**src/rtl/ipr_pkg.sv**
```systemverilog
package ipr_pkg;
    localparam int ADDR_W      = 12;
    localparam int DATA_W      = 64;
    localparam int LANES       = DATA_W / 8;
    localparam int RING_BYTES  = 16;
    localparam int NUM_RINGS   = 4;
    localparam int STORE_BYTES = RING_BYTES * NUM_RINGS;
    localparam int IDX_W       = $clog2(STORE_BYTES);
    localparam int SERVE_BIT   = $clog2(RING_BYTES);
    localparam int CMD_BIT     = ADDR_W - 1;
    localparam int PRIO_OFS    = 1;
    localparam int PRIO_IDX    = RING_BYTES + PRIO_OFS;
    localparam logic [ADDR_W-1:0] PRIO_ADDR = ADDR_W'(PRIO_IDX);
    localparam logic [ADDR_W-1:0] ACK_ADDR  = 12'h810;
    localparam logic [7:0] MAX_PRIO  = 8'd7;
    localparam logic [7:0] PRIO_IDLE = 8'hFF;

    typedef enum logic [3:0] {
        OP_NONE,
        OP_ACK_READ,
        OP_CMD_BAD_READ,
        OP_CMD_WRITE,
        OP_UNSERVED,
        OP_READ,
        OP_BAD_READ,
        OP_PRIO_BYTE,
        OP_WIDE_WRITE,
        OP_BAD_WRITE
    } op_e;

    typedef struct packed {
        logic              valid;
        logic [DATA_W-1:0] rdata;
        logic              err;
        logic              unimp;
    } rsp_t;
endpackage

```
**src/rtl/ipr_decode.sv**
```systemverilog
module ipr_decode
    import ipr_pkg::*;
(
    input  logic              valid,
    input  logic              write,
    input  logic [ADDR_W-1:0] addr,
    input  logic [1:0]        size,
    output op_e               op
);
    logic [2:0] align_mask;
    logic       aligned;
    logic       is_cmd;
    logic       served;

    always_comb begin
        align_mask = 3'((4'd1 << size) - 4'd1);
        aligned    = (addr[2:0] & align_mask) == 3'd0;
        is_cmd     = addr[CMD_BIT];
        served     = addr[SERVE_BIT];
        op         = OP_NONE;
        if (valid) begin
            if (is_cmd) begin
                if (write)
                    op = OP_CMD_WRITE;
                else if (addr == ACK_ADDR && size == 2'd1)
                    op = OP_ACK_READ;
                else
                    op = OP_CMD_BAD_READ;
            end else if (!served) begin
                op = OP_UNSERVED;
            end else if (!write) begin
                op = aligned ? OP_READ : OP_BAD_READ;
            end else begin
                unique case (size)
                    2'd0:    op = (addr == PRIO_ADDR) ? OP_PRIO_BYTE : OP_BAD_WRITE;
                    2'd1:    op = OP_BAD_WRITE;
                    default: op = aligned ? OP_WIDE_WRITE : OP_BAD_WRITE;
                endcase
            end
        end
    end
endmodule

```
**src/rtl/ipr_store.sv**
```systemverilog
module ipr_store
    import ipr_pkg::*;
#(
    parameter int NBYTES = STORE_BYTES,
    parameter int RW_IDX = PRIO_IDX,
    parameter logic [7:0] RW_RESET = PRIO_IDLE,
    localparam int IW = $clog2(NBYTES)
) (
    input  logic              clk,
    input  logic              rst_n,
    input  logic              byte_we,
    input  logic [7:0]        byte_val,
    input  logic              wide_we,
    input  logic [IW-1:0]     wide_base,
    input  logic [3:0]        wide_nbytes,
    input  logic [DATA_W-1:0] wide_data,
    input  logic [IW-1:0]     rd_base,
    input  logic [3:0]        rd_nbytes,
    output logic [DATA_W-1:0] rd_data
);
    logic [7:0] bytes_v [NBYTES];

    for (genvar b = 0; b < NBYTES; b++) begin : g_byte
        if (b == RW_IDX) begin : g_rw
            logic [IW-1:0] lane;
            logic          wide_hit;
            logic [7:0]    val_d, val_q;

            always_comb begin
                lane     = IW'(b) - wide_base;
                wide_hit = wide_we && ({{(8-IW){1'b0}}, lane} < {4'd0, wide_nbytes});
                val_d    = val_q;
                if (byte_we)
                    val_d = (byte_val > MAX_PRIO) ? PRIO_IDLE : byte_val;
                else if (wide_hit)
                    val_d = wide_data[8*lane[2:0] +: 8];
            end

            always_ff @(posedge clk or negedge rst_n) begin
                if (!rst_n) val_q <= RW_RESET;
                else        val_q <= val_d;
            end

            assign bytes_v[b] = val_q;

            assert_clamp_R5: assert property (@(posedge clk) disable iff (!rst_n)
                byte_we |=> (val_q <= MAX_PRIO || val_q == PRIO_IDLE));
            assert_hold_R7: assert property (@(posedge clk) disable iff (!rst_n)
                (!byte_we && !wide_hit) |=> $stable(val_q));
        end else begin : g_ro
            assign bytes_v[b] = 8'h00;
        end
    end

    always_comb begin
        for (int i = 0; i < LANES; i++) begin
            logic [IW-1:0] idx;
            idx = rd_base + IW'(i);
            rd_data[8*i +: 8] = (4'(i) < rd_nbytes) ? bytes_v[idx] : 8'h00;
        end
    end
endmodule

```
**src/rtl/ipr_window.sv**
```systemverilog
module ipr_window
    import ipr_pkg::*;
(
    input  logic              clk,
    input  logic              rst_n,
    input  logic              req_valid,
    output logic              req_ready,
    input  logic              req_write,
    input  logic [11:0]       req_addr,
    input  logic [1:0]        req_size,
    input  logic [63:0]       req_wdata,
    output logic              rsp_valid,
    output logic [63:0]       rsp_rdata,
    output logic              rsp_err,
    output logic              rsp_unimp
);
    localparam logic [DATA_W-1:0] ALL_ONES = '1;

    op_e               op;
    logic [3:0]        nbytes;
    logic [DATA_W-1:0] store_rd;
    rsp_t              rsp_d, rsp_q;

    assign req_ready = 1'b1;
    assign nbytes    = 4'd1 << req_size;

    ipr_decode u_decode (
        .valid (req_valid),
        .write (req_write),
        .addr  (req_addr),
        .size  (req_size),
        .op    (op)
    );

    ipr_store u_store (
        .clk         (clk),
        .rst_n       (rst_n),
        .byte_we     (op == OP_PRIO_BYTE),
        .byte_val    (req_wdata[7:0]),
        .wide_we     (op == OP_WIDE_WRITE),
        .wide_base   (req_addr[IDX_W-1:0]),
        .wide_nbytes (nbytes),
        .wide_data   (req_wdata),
        .rd_base     (req_addr[IDX_W-1:0]),
        .rd_nbytes   (nbytes),
        .rd_data     (store_rd)
    );

    always_comb begin
        rsp_d       = '0;
        rsp_d.valid = req_valid;
        unique case (op)
            OP_READ:         rsp_d.rdata = store_rd;
            OP_BAD_READ,
            OP_CMD_BAD_READ: begin
                rsp_d.rdata = ALL_ONES;
                rsp_d.err   = 1'b1;
            end
            OP_BAD_WRITE:    rsp_d.err = 1'b1;
            OP_UNSERVED: begin
                rsp_d.unimp = 1'b1;
                rsp_d.rdata = req_write ? '0 : ALL_ONES;
            end
            default:         rsp_d.rdata = '0;
        endcase
    end

    always_ff @(posedge clk or negedge rst_n) begin
        if (!rst_n) rsp_q <= '0;
        else        rsp_q <= rsp_d;
    end

    assign rsp_valid = rsp_q.valid;
    assign rsp_rdata = rsp_q.rdata;
    assign rsp_err   = rsp_q.err;
    assign rsp_unimp = rsp_q.unimp;

    assert_rsp_follows_R2: assert property (@(posedge clk) disable iff (!rst_n)
        req_valid |=> rsp_valid);
    assert_no_idle_rsp_R2: assert property (@(posedge clk) disable iff (!rst_n)
        !req_valid |=> !rsp_valid);
    assert_flag_excl_R11: assert property (@(posedge clk) disable iff (!rst_n)
        (rsp_err || rsp_unimp) |-> (rsp_valid && !(rsp_err && rsp_unimp)));
    assert_cmd_write_quiet_R10: assert property (@(posedge clk) disable iff (!rst_n)
        (req_valid && req_write && req_addr[CMD_BIT]) |=> (!rsp_err && !rsp_unimp));
    assert_unserved_ones_R8: assert property (@(posedge clk) disable iff (!rst_n)
        (req_valid && !req_write && !req_addr[CMD_BIT] && !req_addr[SERVE_BIT])
        |=> (rsp_unimp && rsp_rdata == ALL_ONES));
endmodule

```
**config.mk**
```make
export PLATFORM = sky130hd
export DESIGN_NAME = ipr_window
export DESIGN_NICKNAME = d
export VERILOG_FILES = /design/src/rtl/ipr_pkg.sv /design/src/rtl/ipr_decode.sv /design/src/rtl/ipr_store.sv /design/src/rtl/ipr_window.sv
export SDC_FILE = /design/constraint.sdc
export NUM_CORES = 1
export LEC_CHECK = 0
export BUFFER_PORTS_ARGS = -buffer_cell sky130_fd_sc_hd__buf_2
export CORE_UTILIZATION = 50
export DETAILED_ROUTE_END_ITERATION = 10
export PLACE_DENSITY = 0.89
export SYNTH_ARGS = -nofsm -noshare
export SYNTH_HDL_FRONTEND = slang
export SYNTH_SLANG_ARGS = --single-unit
```
**constraint.sdc**
```tcl
create_clock -name clk -period 2.4 [get_ports clk]
set_clock_uncertainty 0.05 [all_clocks]
set_input_delay 0.48 -clock clk [delete_from_list [all_inputs] [get_ports clk]]
set_output_delay 0.48 -clock clk [all_outputs]
set_load 0.02 [all_outputs]
```
==> results.tsv <==
metric	value	unit
status	complete, no violations	
synth-main-ff-cell	dfrtp_1	
power_density	661	mW/mm^2
drcViolationCount	0	
netlist_area	0.00384	mm^2
grt.total_usage	0.236	
async_flop_share	1.00	
min_period_over_period	0.923	
vias	3215	
clk_pin_slew	0.08	ns
nets	595	
grt_max_degree	44	
viasPerCell	5.33	
first_global_vias	3011	
antenna_found_initial	0	
initial_core_util	0.524	
whs_path_depth	1	
fin_area	0.00517	mm^2
ioPinCount	150	
htreeDepth	3	
wl_per_cell	15.3	um
worstPathRequired	2.61	ns
crit_buf_inv	4	
area_growth_syn_to_layout	34.6	%
cts_setup_buffers	0	
hold_viol_final	0	
cts_resized	0	
grt_pass1_wl	14100	um
hold_path_class	primary input to flop	
peakVddDrop	0.391	mV
drive_gt1_frac	0.480	
dpl.cell_count	586	
max_slew_margin	0.660	
wl	9230	um
num_rows	31	
io_buffers	148	
crit_top_cell	buf_4	
fp.dieH	89.7	um
ys_ff_latch	75	
num_antenna_cells	0	
dpl.hpwl	7110	um
gp_congestion	0.956	
detail-route-antenna-nets	0	
drv_slew	0	
worstPathArrival	2.43	ns
final.setup.tns	0	ns
tightest_slew	0.508	ns
post_dp_cell_area	0.00494	mm^2
cts_hold_buf	1	
die_width	89.7	um
setup_ws	0.184	ns
die-area	0.00804	mm^2
setup_viol	0	
max_stage_delay	0.32	ns
postSynthCellCount	329	
fmax	451	MHz
cp-end-kind	flop	
rr_worst_depth	2	
cts.sinks	75	
yosysSeqAreaShare	0.491	
cts-buffers-inserted	9	
avgSynthCellArea	11.7	um^2
critPathTopFamily	simple AND/OR/NAND/NOR gates	
critical_path_cell_count	11	
crit_slowest_cell	nor3b_2	
synth_edf_count	0	
cp-start-kind	primary input	
fillers	543	
maxCapViolCount	0	
cts_tree	yes	
drtIter0Drc	140	
synthDistinctLibCells	48	
path_cells	buf_2 > inv_2 > ha_1 > and4bb_1 > a311oi_2 > nor3b_2 > buf_4 > o2111ai_1 > buf_4 > nand2b_1 > o211ai_1	
core	0.00733	mm^2
drtPass1Iterations	4	
ys.warnings.count	0	
syn_nets	425	
post-route-min-period	2.22	ns
worstPathMaxFanout	11	
cellLeakagePower	2.81	nW
dp_worst_setup_slack	-0.159	ns
clk_latency	0.34	ns
cts_buffer_depth	2	
grt-ovfl-total	0	
critical_path_class	primary input to flop	
clockRootBuffer	clkbuf_8	
grt_setup_unrepaired	false	
instances_no_fill	603	
-- synthesized netlist by cell type (2+ instances only) --
| library cell | number | share of area |
|---|---|---|
| buf_4 | 2 | 0.0039 |
| nand4b_1 | 2 | 0.0046 |
| dfstp_2 | 8 | 0.055 |
| o31ai_1 | 3 | 0.0059 |
| nand3_1 | 9 | 0.012 |
| nor4_4 | 3 | 0.017 |
| mux2_2 | 2 | 0.0059 |
| inv_1 | 11 | 0.011 |
| nand4_1 | 2 | 0.0033 |
| ha_1 | 14 | 0.046 |
| mux4_2 | 16 | 0.094 |
| dfrtp_1 | 67 | 0.44 |
| nor2_1 | 9 | 0.0088 |
| o21a_1 | 2 | 0.0039 |
| o21ai_0 | 6 | 0.0078 |
| xor2_1 | 4 | 0.0091 |
| buf_2 | 10 | 0.013 |
| o211ai_1 | 3 | 0.0059 |
| xnor2_1 | 5 | 0.011 |
| nand2b_1 | 2 | 0.0033 |
| clkbuf_1 | 8 | 0.0078 |
| a21oi_1 | 36 | 0.047 |
| nand3b_1 | 2 | 0.0039 |
| nor2b_1 | 3 | 0.0049 |
| mux2i_1 | 9 | 0.023 |
| a21o_1 | 41 | 0.080 |
| nor3_1 | 5 | 0.0065 |
| buf_1 | 2 | 0.0020 |
| nor3_2 | 2 | 0.0052 |
| nand2_1 | 23 | 0.022 |
-- per-layer routing --
layer / up-vias / global-route usage / routed length, um
li1: 1526 / - / -
met1: 1541 / 0.295 / 3770
met2: 140 / 0.417 / 4790
met3: 8 / 0.0420 / 544
met4: 0 / 0.0693 / 117
met5: - / 0 / 0
-- metrics by stage --
step           utilization  hold slack [ns]  power, mW
2_1_floorplan            -            0.134       2.05
3_3_place_gp         0.674            0.359       2.35
3_5_place_dp         0.674            0.373       2.39
4_1_cts              0.706            0.278       3.45
5_1_grt              0.706            0.294       3.58
6_report             0.706            0.297       3.42
-- worst reg2reg max path: stages, from the launching register on --
cell and delay, ns:
dfstp_2 0.61, mux2i_1 0.10, o21ai_0 0.15
-- cells in the final DEF, fill, tap and decap left out, types with 3 or more instances in the layout --
cell type | netlist | layout
nor2b_1 | 3 | 3
inv_1 | 11 | 9
a21o_1 | 41 | 41
nor3_1 | 5 | 5
clkbuf_8 | 0 | 9
buf_2 | 10 | 148
mux2i_1 | 9 | 9
xor2_1 | 4 | 4
dfrtp_1 | 67 | 67
a21oi_1 | 36 | 35
buf_4 | 2 | 30
clkinvlp_4 | 0 | 3
dfstp_2 | 8 | 8
nor4_4 | 3 | 3
o21ai_0 | 6 | 5
mux4_2 | 16 | 16
xnor2_1 | 5 | 5
o211ai_1 | 3 | 3
nand2_1 | 23 | 23
nand3_1 | 9 | 9
o31ai_1 | 3 | 3
ha_1 | 14 | 11
nor2_1 | 9 | 9
buf_12 | 0 | 3
-- power by group --
part / total (mW) / switching [mW] / internal, mW
clock: 1.05 / 0.462 / 0.590
sequential: 1.58 / 0.128 / 1.45
combinational: 0.789 / 0.443 / 0.346
total: 3.42 / 1.03 / 2.39
-- sequential cells by signal (all words and copies together) (netlist names) --
name	count
rsp_err	1
rsp_rdata	64
rsp_unimp	1
rsp_valid	1
u_store.g_byte.g_rw.val_q	8
-- final timing paths --
kind | from | end | slack, ns
worst max-delay path | req_addr[2] | u_store.g_byte[17].g_rw.val_q[4]$_DFFE_PN1P_ | 0.18
min in group asynchronous | rst_n | rsp_rdata[11]$_DFF_PN0_ | 0.53
worst min register to register | u_store.g_byte[17].g_rw.val_q[5]$_DFFE_PN1P_ | u_store.g_byte[17].g_rw.val_q[5]$_DFFE_PN1P_ | 0.52
worst min-delay path | req_valid | rsp_valid$_DFF_PN0_ | 0.30
max in group asynchronous | rst_n | rsp_rdata[26]$_DFF_PN0_ | 1.19
worst max register to register | u_store.g_byte[17].g_rw.val_q[7]$_DFFE_PN1P_ | u_store.g_byte[17].g_rw.val_q[7]$_DFFE_PN1P_ | 1.42
-- area by class of cell --
class / instances / area [um^2] / area share
flip-flops and latches: 75 / 1890 / 0.365
well taps: 99 / 124 / 0.0239
clock buffers: 9 / 124 / 0.0239
inverters: 11 / 48.8 / 0.00943
clock inverters: 7 / 100 / 0.0193
multi-input cells: 220 / 1850 / 0.358
repair buffers: 182 / 1040 / 0.200
-- kinds of logic (layout without fill, tap and decap cells) --
group,after synthesis,count (layout),share of synthesized area
AO/OA/AOI/OAI,101,101,0.174
AND/OR/NAND/NOR,68,68,0.105
other,1,1,0.000976
adder cells (fa/ha/maj),14,14,0.0456
XOR/XNOR,9,9,0.0205
flip-flops,75,75,0.491
multiplexers,27,27,0.123
buffers and inverters,34,209,0.0404
Power figures use the tool's default switching activity.
